===== src/rtl/txr_pkg.sv =====
package txr_pkg;
  localparam int LOG_W  = 3;   // width of the ring-size field
  localparam int LOG_LSB = 13; // position of that field in ring_len
  localparam int CNT_W  = 12;  // byte-count width

  typedef enum logic [3:0] {
    S_IDLE, S_RD_FLAG, S_WT_FLAG, S_RD_BASE, S_WT_BASE, S_RD_LEN, S_WT_LEN,
    S_FETCH, S_WAIT, S_SEND, S_WB_MISC, S_WB_FLAG
  } txr_state_e;
endpackage


===== src/rtl/txr_ring_index.sv =====
module txr_ring_index #(
  parameter int LOG_W = 3,
  localparam int IDX_W = (1 << LOG_W) - 1
) (
  input  logic             clk,
  input  logic             rst_n,
  input  logic [LOG_W-1:0] ring_log,
  input  logic             adv,
  output logic [IDX_W-1:0] idx
);
  logic [IDX_W-1:0] mask, idx_d;

  always_comb begin
    mask  = ~({IDX_W{1'b1}} << ring_log);
    idx_d = (idx + IDX_W'(1)) & mask;
  end

  always_ff @(posedge clk or negedge rst_n) begin
    if (!rst_n)   idx <= '0;
    else if (adv) idx <= idx_d;
  end

  // the index never leaves the ring
  assert_idx_in_ring_R10: assert property (@(posedge clk) disable iff (!rst_n)
    (idx & ~mask) == '0);
endmodule


===== src/rtl/txr_len_decode.sv =====
module txr_len_decode #(
  parameter int CNT_W = 12
) (
  input  logic [15:0]      len_word,
  output logic [CNT_W-1:0] byte_cnt,
  output logic             zero_len
);
  logic [15:0] neg;
  always_comb begin
    neg      = 16'd0 - len_word;
    byte_cnt = neg[CNT_W-1:0];
    zero_len = (byte_cnt == '0);
  end
endmodule


===== src/rtl/txr_retry_count.sv =====
module txr_retry_count #(
  parameter int MAX_TRIES = 16,
  localparam int CW = $clog2(MAX_TRIES + 1)
) (
  input  logic clk,
  input  logic rst_n,
  input  logic clr,
  input  logic inc,
  output logic one,
  output logic more,
  output logic at_limit
);
  logic [CW-1:0] cnt_q;

  always_ff @(posedge clk or negedge rst_n) begin
    if (!rst_n)      cnt_q <= '0;
    else if (clr)    cnt_q <= '0;
    else if (inc && cnt_q != CW'(MAX_TRIES)) cnt_q <= cnt_q + CW'(1);
  end

  always_comb begin
    one      = (cnt_q == CW'(1));
    more     = (cnt_q > CW'(1));
    at_limit = (cnt_q == CW'(MAX_TRIES - 1));
  end

  assert_coll_bound_R9: assert property (@(posedge clk) disable iff (!rst_n)
    cnt_q <= CW'(MAX_TRIES));
endmodule


===== src/rtl/tx_ring_reader.sv =====
module tx_ring_reader
  import txr_pkg::*;
#(
  parameter int AW        = 16,
  parameter int MAX_TRIES = 16
) (
  input  logic          clk,
  input  logic          rst_n,
  input  logic          tx_demand,
  input  logic [AW-1:0] ring_base,
  input  logic [15:0]   ring_len,
  output logic          mem_req,
  output logic          mem_we,
  output logic [AW-1:0] mem_addr,
  output logic [15:0]   mem_wdata,
  input  logic [15:0]   mem_rdata,
  output logic [7:0]    tx_data,
  output logic          tx_valid,
  output logic          tx_sop,
  output logic          tx_eop,
  input  logic          tx_ready,
  input  logic          col_in,
  output logic          tx_int
);
  localparam int IDX_W = (1 << LOG_W) - 1;

  txr_state_e       state_q, state_d;
  logic [7:0]       flag_q, base_hi_q;
  logic [15:0]      base_lo_q, hold_q;
  logic [CNT_W-1:0] cnt_q, pos_q, pos_d, dec_cnt;
  logic             fail_q, empty_q, dec_zero;
  logic             ld_flag, ld_lo, ld_len, ld_word, pos_en, fail_set;
  logic             coll_clr, coll_inc, coll_one, coll_more, coll_limit, ring_adv;
  logic [IDX_W-1:0] idx;
  logic [AW-1:0]    desc_addr;
  logic [23:0]      baddr;
  logic             last_byte;

  txr_ring_index #(.LOG_W(LOG_W)) u_idx (
    .clk(clk), .rst_n(rst_n), .ring_log(ring_len[LOG_LSB +: LOG_W]),
    .adv(ring_adv), .idx(idx));

  txr_len_decode #(.CNT_W(CNT_W)) u_len (
    .len_word(mem_rdata), .byte_cnt(dec_cnt), .zero_len(dec_zero));

  txr_retry_count #(.MAX_TRIES(MAX_TRIES)) u_retry (
    .clk(clk), .rst_n(rst_n), .clr(coll_clr), .inc(coll_inc),
    .one(coll_one), .more(coll_more), .at_limit(coll_limit));

  always_comb begin
    desc_addr = ring_base + AW'({idx, 2'b00});
    baddr     = {base_hi_q, base_lo_q} + {12'd0, pos_q};
    last_byte = (pos_q == cnt_q - CNT_W'(1));
    tx_data   = baddr[0] ? hold_q[7:0] : hold_q[15:8];
  end

  // next-state and output decode
  always_comb begin
    state_d = state_q;
    mem_req = 1'b0; mem_we = 1'b0; mem_addr = desc_addr; mem_wdata = '0;
    ld_flag = 1'b0; ld_lo = 1'b0; ld_len = 1'b0; ld_word = 1'b0;
    pos_en = 1'b0; pos_d = pos_q; fail_set = 1'b0;
    coll_clr = 1'b0; coll_inc = 1'b0; ring_adv = 1'b0;
    tx_valid = 1'b0; tx_int = 1'b0;
    unique case (state_q)
      S_IDLE:    if (tx_demand) state_d = S_RD_FLAG;
      S_RD_FLAG: begin mem_req = 1'b1; mem_addr = desc_addr + AW'(1); state_d = S_WT_FLAG; end
      S_WT_FLAG: begin
        if (mem_rdata[15]) begin ld_flag = 1'b1; state_d = S_RD_BASE; end
        else state_d = S_IDLE;
      end
      S_RD_BASE: begin mem_req = 1'b1; state_d = S_WT_BASE; end
      S_WT_BASE: begin ld_lo = 1'b1; state_d = S_RD_LEN; end
      S_RD_LEN:  begin mem_req = 1'b1; mem_addr = desc_addr + AW'(2); state_d = S_WT_LEN; end
      S_WT_LEN:  begin
        ld_len = 1'b1; coll_clr = 1'b1; pos_en = 1'b1; pos_d = '0;
        state_d = dec_zero ? S_WB_MISC : S_FETCH;
      end
      S_FETCH:   begin mem_req = 1'b1; mem_addr = baddr[AW:1]; state_d = S_WAIT; end
      S_WAIT:    begin ld_word = 1'b1; state_d = S_SEND; end
      S_SEND:    begin
        tx_valid = 1'b1;
        if (col_in) begin
          coll_inc = 1'b1;
          if (coll_limit) begin fail_set = 1'b1; state_d = S_WB_MISC; end
          else begin pos_en = 1'b1; pos_d = '0; state_d = S_FETCH; end
        end else if (tx_ready) begin
          if (last_byte) state_d = S_WB_MISC;
          else begin
            pos_en = 1'b1; pos_d = pos_q + CNT_W'(1);
            state_d = baddr[0] ? S_FETCH : S_SEND;
          end
        end
      end
      S_WB_MISC: begin
        mem_req = 1'b1; mem_we = 1'b1; mem_addr = desc_addr + AW'(3);
        mem_wdata = {empty_q, 4'b0000, fail_q, 10'd0};
        state_d = S_WB_FLAG;
      end
      S_WB_FLAG: begin
        mem_req = 1'b1; mem_we = 1'b1; mem_addr = desc_addr + AW'(1);
        mem_wdata = {1'b0, fail_q | empty_q, 1'b0, coll_more, coll_one, 1'b0,
                     flag_q[1:0], base_hi_q};
        tx_int = 1'b1; ring_adv = 1'b1; state_d = S_RD_FLAG;
      end
      default:   state_d = S_IDLE;
    endcase
    tx_sop = tx_valid && (pos_q == '0);
    tx_eop = tx_valid && last_byte;
  end

  // registers
  always_ff @(posedge clk or negedge rst_n) begin
    if (!rst_n) begin
      state_q <= S_IDLE; flag_q <= '0; base_hi_q <= '0; base_lo_q <= '0;
      hold_q <= '0; cnt_q <= '0; pos_q <= '0; fail_q <= 1'b0; empty_q <= 1'b0;
    end else begin
      state_q <= state_d;
      if (ld_flag) begin flag_q <= mem_rdata[15:8]; base_hi_q <= mem_rdata[7:0]; end
      if (ld_lo)   base_lo_q <= mem_rdata;
      if (ld_word) hold_q <= mem_rdata;
      if (ld_len) begin cnt_q <= dec_cnt; empty_q <= dec_zero; end
      if (pos_en)  pos_q <= pos_d;
      if (ld_len)        fail_q <= 1'b0;
      else if (fail_set) fail_q <= 1'b1;
    end
  end

  // address/length reads only follow a flag read that returned ownership
  assert_fields_after_own_R3: assert property (@(posedge clk) disable iff (!rst_n)
    (state_q == S_RD_BASE) |-> $past(mem_rdata[15]));

  // status word lands before the flag word
  assert_misc_before_flag_R7: assert property (@(posedge clk) disable iff (!rst_n)
    (mem_we && mem_addr == desc_addr + AW'(1)) |->
      $past(mem_we && mem_addr == desc_addr + AW'(3)));

  assert_int_single_R7: assert property (@(posedge clk) disable iff (!rst_n)
    tx_int |=> !tx_int);

  assert_hold_stable_R6: assert property (@(posedge clk) disable iff (!rst_n)
    (tx_valid && !tx_ready && !col_in) |=> (tx_valid && $stable(tx_data) && $stable(tx_sop)));

  assert_no_access_idle_R2: assert property (@(posedge clk) disable iff (!rst_n)
    (mem_req && !mem_we && mem_addr != desc_addr + AW'(1)) |-> !$past(tx_int));
endmodule


===== config.mk =====
export PLATFORM = sky130hd
export DESIGN_NAME = tx_ring_reader
export DESIGN_NICKNAME = d
export VERILOG_FILES = /design/src/rtl/txr_pkg.sv /design/src/rtl/txr_ring_index.sv /design/src/rtl/txr_len_decode.sv /design/src/rtl/txr_retry_count.sv /design/src/rtl/tx_ring_reader.sv
export SDC_FILE = /design/constraint.sdc
export NUM_CORES = 1
export LEC_CHECK = 0
export BUFFER_PORTS_ARGS = -buffer_cell sky130_fd_sc_hd__buf_2
export CAP_MARGIN = 20
export CORE_MARGIN = 10
export CORE_UTILIZATION = 45
export CTS_BUF_LIST = sky130_fd_sc_hd__clkbuf_4
export DETAILED_ROUTE_END_ITERATION = 7
export PLACE_DENSITY = 0.65
export SYNTH_ARGS = -nofsm -noshare
export SYNTH_HDL_FRONTEND = slang
export SYNTH_HIERARCHICAL = 1
export SYNTH_SLANG_ARGS = --single-unit

===== constraint.sdc =====
create_clock -name clk -period 5.6 [get_ports clk]
set_input_delay 1.12 -clock clk [delete_from_list [all_inputs] [get_ports clk]]
set_output_delay 1.12 -clock clk [all_outputs]
set_load 0.02 [all_outputs]

# Word-level counts from Yosys, hierarchy flattened

Index checks and enable logic that the tools add are counted.

$add $sub $neg: 10
Magnitude comparators: 1
Equal/unequal tests: 19
Shift operators: 1
Multiplexer cells: 40
Bitwise logic cells: 3
Reduce and logical (&&, ||, !) cells: 14

Operator list:

| operator                                                              | count |
|---|---|
| 16-bit case mux with 4 select lines                                   | 1 |
| 12-bit 2-to-1 mux                                                     | 4 |
| 4-bit case mux with 12 select lines                                   | 1 |
| 16-bit by 2-bit adder with 16-bit output, second input constant       | 2 |
| 16-bit case mux with 2 select lines                                   | 1 |
| 4-bit 2-to-1 mux                                                      | 7 |
| 12-bit logical NOT                                                    | 2 |
| 12-bit case mux with 2 select lines                                   | 1 |
| 1-bit 2-to-1 mux                                                      | 20 |
| 17-bit by 12-bit adder with 17-bit output                             | 1 |
| 16-bit by 1-bit adder with 16-bit output, second input constant       | 1 |
| 16-bit by 9-bit adder with 16-bit output                              | 1 |
| 4-bit by 3-bit equality test with 1-bit output, second input constant | 4 |
| 4-bit equality test, second input constant                            | 4 |
| 12-bit by 1-bit adder with 12-bit output, second input constant       | 1 |
| 12-bit equality test                                                  | 1 |
| 1-bit by 12-bit subtractor with 12-bit output, first input constant   | 1 |
| 12-bit by 1-bit subtractor with 12-bit output, second input constant  | 1 |
| 5-bit 2-to-1 mux                                                      | 2 |
| 3-bit inequality test, second input constant                          | 3 |
| 4-bit by 2-bit equality test with 1-bit output, second input constant | 2 |
| 8-bit 2-to-1 mux                                                      | 1 |
| 7-bit by 1-bit adder with 7-bit output, second input constant         | 1 |
| 7-bit AND                                                             | 1 |
| other kinds (19)                                                      | 24 |

Register bits after elaboration: 84
Output and inout bits: 46

# Longest topological paths before layout

Depth after elaboration: 7
Gate-level depth with buffers: 13

# By module

The synthesis kept the hierarchy.

Modules (own cells, without submodules):

| module          | times used | cells each | area an instance (um^2) | sequential area each (um^2) |
|---|---|---|---|---|
| tx_ring_reader  | 1          | 639        | 5730.5                  | 1801.7 |
| txr_ring_index  | 1          | 48         | 430.4                   | 175.2 |
| txr_len_decode  | 1          | 48         | 352.8                   | 0.0 |
| txr_retry_count | 1          | 34         | 320.3                   | 125.1 |

# Worst setup path before layout

OpenSTA, ideal clock, no wires.

Path kind: input to output
Start: in ring_base[2]
End: out mem_addr[15]
Data arrival time: 4.042 ns
Setup slack: 0.438 ns
Stages on the path: 9
Path buffers: 0
Cells stage by stage: ha_1 -> fa_1 -> a21o_1 -> a221oi_1 -> xnor2_1 -> and4_1 -> and3b_1 -> nand3_1 -> o311ai_0

Word-level cells in the longest chain between the ends: 3
Elaborated cells on any way between the ends: 5
Classes of those cells: 4 x add/sub; 1 x mux

RTL lines:

| element                                                                | line                                        | text |
|---|---|---|
| from (decl)                                                            | tx_ring_reader.sv:10                        | `input logic [AW-1:0] ring_base,` |
| 16-bit by 9-bit adder with 16-bit output (*)                           | tx_ring_reader.sv:51                        | `desc_addr = ring_base + AW'({idx, 2'b00});` |
| 16-bit by 1-bit adder with 16-bit output, or another cell as far along | tx_ring_reader.sv:67, tx_ring_reader.sv:101 |  |
| 16-bit case mux with 4 select lines (*)                                | tx_ring_reader.sv:65                        | `unique case (state_q)` |
| to (decl)                                                              | tx_ring_reader.sv:14                        | `output logic [AW-1:0] mem_addr,` |

Mark *: on every way between the ends. The rest lies on a longest branch, timed or not.

# Worst setup path in the final report

Start: in ring_base[2]
End: out mem_addr[12]

The elaborated chain is that of the path after synthesis.

==> flow_summary.yaml <==
synth:
  synth_fp_nets: 856
  synthArstFlopShare_pct: 100.0
  synthFlopType: "dfrtp_1"
  avgSynthCellArea_um2: 8.887
  synth_cell_type_count: 82
  postSynthCellCount: 769
  ys_seq_area_share_pct: 30.76
  synth_area_um2: 6834
  synth_edf_count: 0
  synth_warnings: 6
  synth_seq_cells: 84
floorplan:
  rows: 44
  die_w_um: 143.2
  placeableCoreArea_um2: 14700
  dieArea_um2: 20520
  die_h_um: 143.2
  initial_core_util_pct: 46.49
  ios: 99
placement:
  dp_hpwl_mm: 14.27
  dpl.cell_count: 1016
  gp_congestion: 0.9171
  port_buffers: 84
cts:
  clock-root-buffer: "clkbuf_4"
  clock-sinks: 84
  htreeDepth: 3
  post_cts_resize_count: 0
  cts_buffer_depth: 2
  cts_setup_buffers: 0
  postCtsHoldBufs: 0
  cts_buffers: 9
  clock_latency_ns: 0.45
  path_clk_slew_ns: 0.15
  tritoncts: "built"
global_route:
  grt_util_met1_pct: 25.17
  grt_use_met2_pct: 27.80
  grt_pass1_vias: 5642
  grt_pass1_wl_mm: 29.79
  top_usage_layer: "met2"
  use_met3_pct: 3.516
  track_usage_pct: 18.07
  overflow: 0
  grt_start_max_net_pins: 56
  antenna_found_initial: 0
timing:
  timing.fmax_ghz: 0.1911
  setup_tns_ns: 0
  tightest_slew_ns: 0.9944
  finalCritPeriodShare_pct: 93.47
  setup_viol: 0
  drv_slew: 0
  finalHoldViolations: 0
  relSlewSlack_pct: 33.10
  fin_crit_ns: 5.234
  skew_ns: 0.01033
  rsz0062_at_grt: "false"
power:
  leakage_uw: 0.003372
  powerDensity_nw_per_um2: 493.4
  p_total_uw: 3731
  irDropWorstVdd_v: 0.0002397
drt:
  wl_per_cell_um: 18.15
  ant_nets: 0
  drt_iter0_drc: 431
  drt-pass1-iter-count: 5
  wl_mm: 18.73
  vias: 6042
  drc: 0
  avgViaCountPerCell: 5.855
setup_path:
  cp_top_family: "compound AO/OA/AOI/OAI gates"
  path_cells: "buf_2, ha_1, fa_1, a21o_1, a221oi_1, xnor2_1, o2111ai_1, or3_1, o32ai_1, o22ai_1, buf_2"
  cp_data_arrival_time_ns: 4.11
  required_ns: 4.48
  crit_buf_inv: 2
  slowest_delay_ns: 0.46
  critPathKind: "primary input to output port"
  end_kind: "output port"
  cp_slowest_cell: "fa_1"
  startpoint: "ring_base[2]"
  reg2reg_from: "cnt_q[2]"
  crit_fanout: 5
  crit_top_cell: "buf_2"
  crit_path_start_kind: "primary input"
min_path:
  worstHoldStart: "flag_q[0]"
  min_path_type: "flop to flop"
cells_and_area:
  syn_to_final_growth_pct: 10.66
  final_nets: 930
  layout-drive-gt1-share_pct: 23.35
  diodes: 0
  fin_cells: 1032
outcome:
  status: "finished, final reports clean"
run:
  maxCapViolCount: 0
cell usage in the layout, fill, tap and decap left out, types with 7 or more instances in the layout:
cell	count
nor2b_1	14
inv_1	34
o21ai_0	37
buf_2	83
nand2_1	59
nor2_1	59
xnor2_1	39
a21oi_1	32
mux2_2	61
nand2b_1	8
or3_1	9
buf_4	8
o22ai_1	15
a211oi_1	7
ha_1	31
mux2i_1	9
a21o_1	9
clkbuf_4	9
nor3_1	19
xor2_1	20
nand4_1	9
and3_1	11
nor4_1	9
o211ai_1	15
nand3_1	29
and2_1	17
dfrtp_1	84
stage by stage:
stage	instance area, um^2	hold slack (ns)	util [%]	setup WS [ns]
5_1_grt	7562	0.5384	51.45	0.1595
2_1_floorplan	6834	0.4706	-	0.4378
3_5_place_dp	7390	0.4857	50.27	0.3801
4_1_cts	7562	0.5230	51.45	0.3752
6_report	7562	0.5187	51.45	0.3658
3_3_place_gp	7390	0.4799	50.27	0.3981
registers in the layout, summed over array words and instances, names as in the netlist:
signal	flops
base_lo_q	16
hold_q	16
cnt_q	12
pos_q	12
base_hi_q	8
u_idx/idx	7
u_retry/cnt_q	5
state_q	4
flag_q	2
empty_q	1
fail_q	1
layer usage:
metal / up-vias / share of wire (%)
met5: - / 0
met4: 0 / 1.8
met3: 24 / 6.8
met2: 183 / 44
met1: 2880 / 47
li1: 2955 / -
worst paths after layout:
kind,endpoint,slack (ns),depth (start not counted)
worst max-delay path,mem_addr[12],0.37,11
worst min-delay path,flag_q[0],0.52,1
worst max register to register,state_q[3],2.48,8
worst min register to register,flag_q[0],0.52,1
max in group asynchronous,cnt_q[9],3.98,2
min in group asynchronous,base_hi_q[4],0.56,1
cell usage after synthesis, types with 7 or more instances:
cell type / n / area (um^2)
a211oi_1: 7 / 52.55
a21o_1: 9 / 67.56
a21oi_1: 32 / 160.2
and2_1: 17 / 106.4
and3_1: 11 / 68.82
clkbuf_1: 17 / 63.81
dfrtp_1: 84 / 2102
ha_1: 31 / 387.9
inv_1: 34 / 127.6
mux2_2: 61 / 686.9
mux2i_1: 9 / 90.09
nand2_1: 59 / 221.5
nand2b_1: 8 / 50.05
nand3_1: 29 / 145.1
nand4_1: 9 / 56.30
nor2_1: 59 / 221.5
nor2b_1: 14 / 87.58
nor3_1: 21 / 105.1
nor4_1: 9 / 56.30
o211ai_1: 15 / 112.6
o21ai_0: 37 / 185.2
o22ai_1: 15 / 93.84
or3_1: 9 / 56.30
xnor2_1: 39 / 341.6
xor2_1: 20 / 175.2
cell families (layout without fill, tap and decap cells):
logic type,Yosys count,in the layout,synth area share (%)
AND/OR/NAND/NOR,287,287,22.87
AO/OA/AOI/OAI,171,171,16.40
flip-flops,84,84,30.76
multiplexers,71,71,11.59
buffers and inverters,62,141,4.211
XOR/XNOR,59,59,7.561
adder cells (fa/ha/maj),34,34,6.554
other,1,1,0.05487
area by class of cell:
type | instances | area, um^2
sequential | 84 | 2102
inverter | 34 | 127.6
clock inverter | 7 | 105.1
multi-input combinational | 623 | 4454
fill | 1427 | 7137
clock buffer | 9 | 67.56
timing repair buffer | 91 | 475.5
tap | 184 | 230.2
power by group:
part	internal, uW	total (uW)	switching [uW]
Sequential	847	1130	279
Clock	188	432	244
Combinational	937	2170	1240
Power figures use the tool's default switching activity.
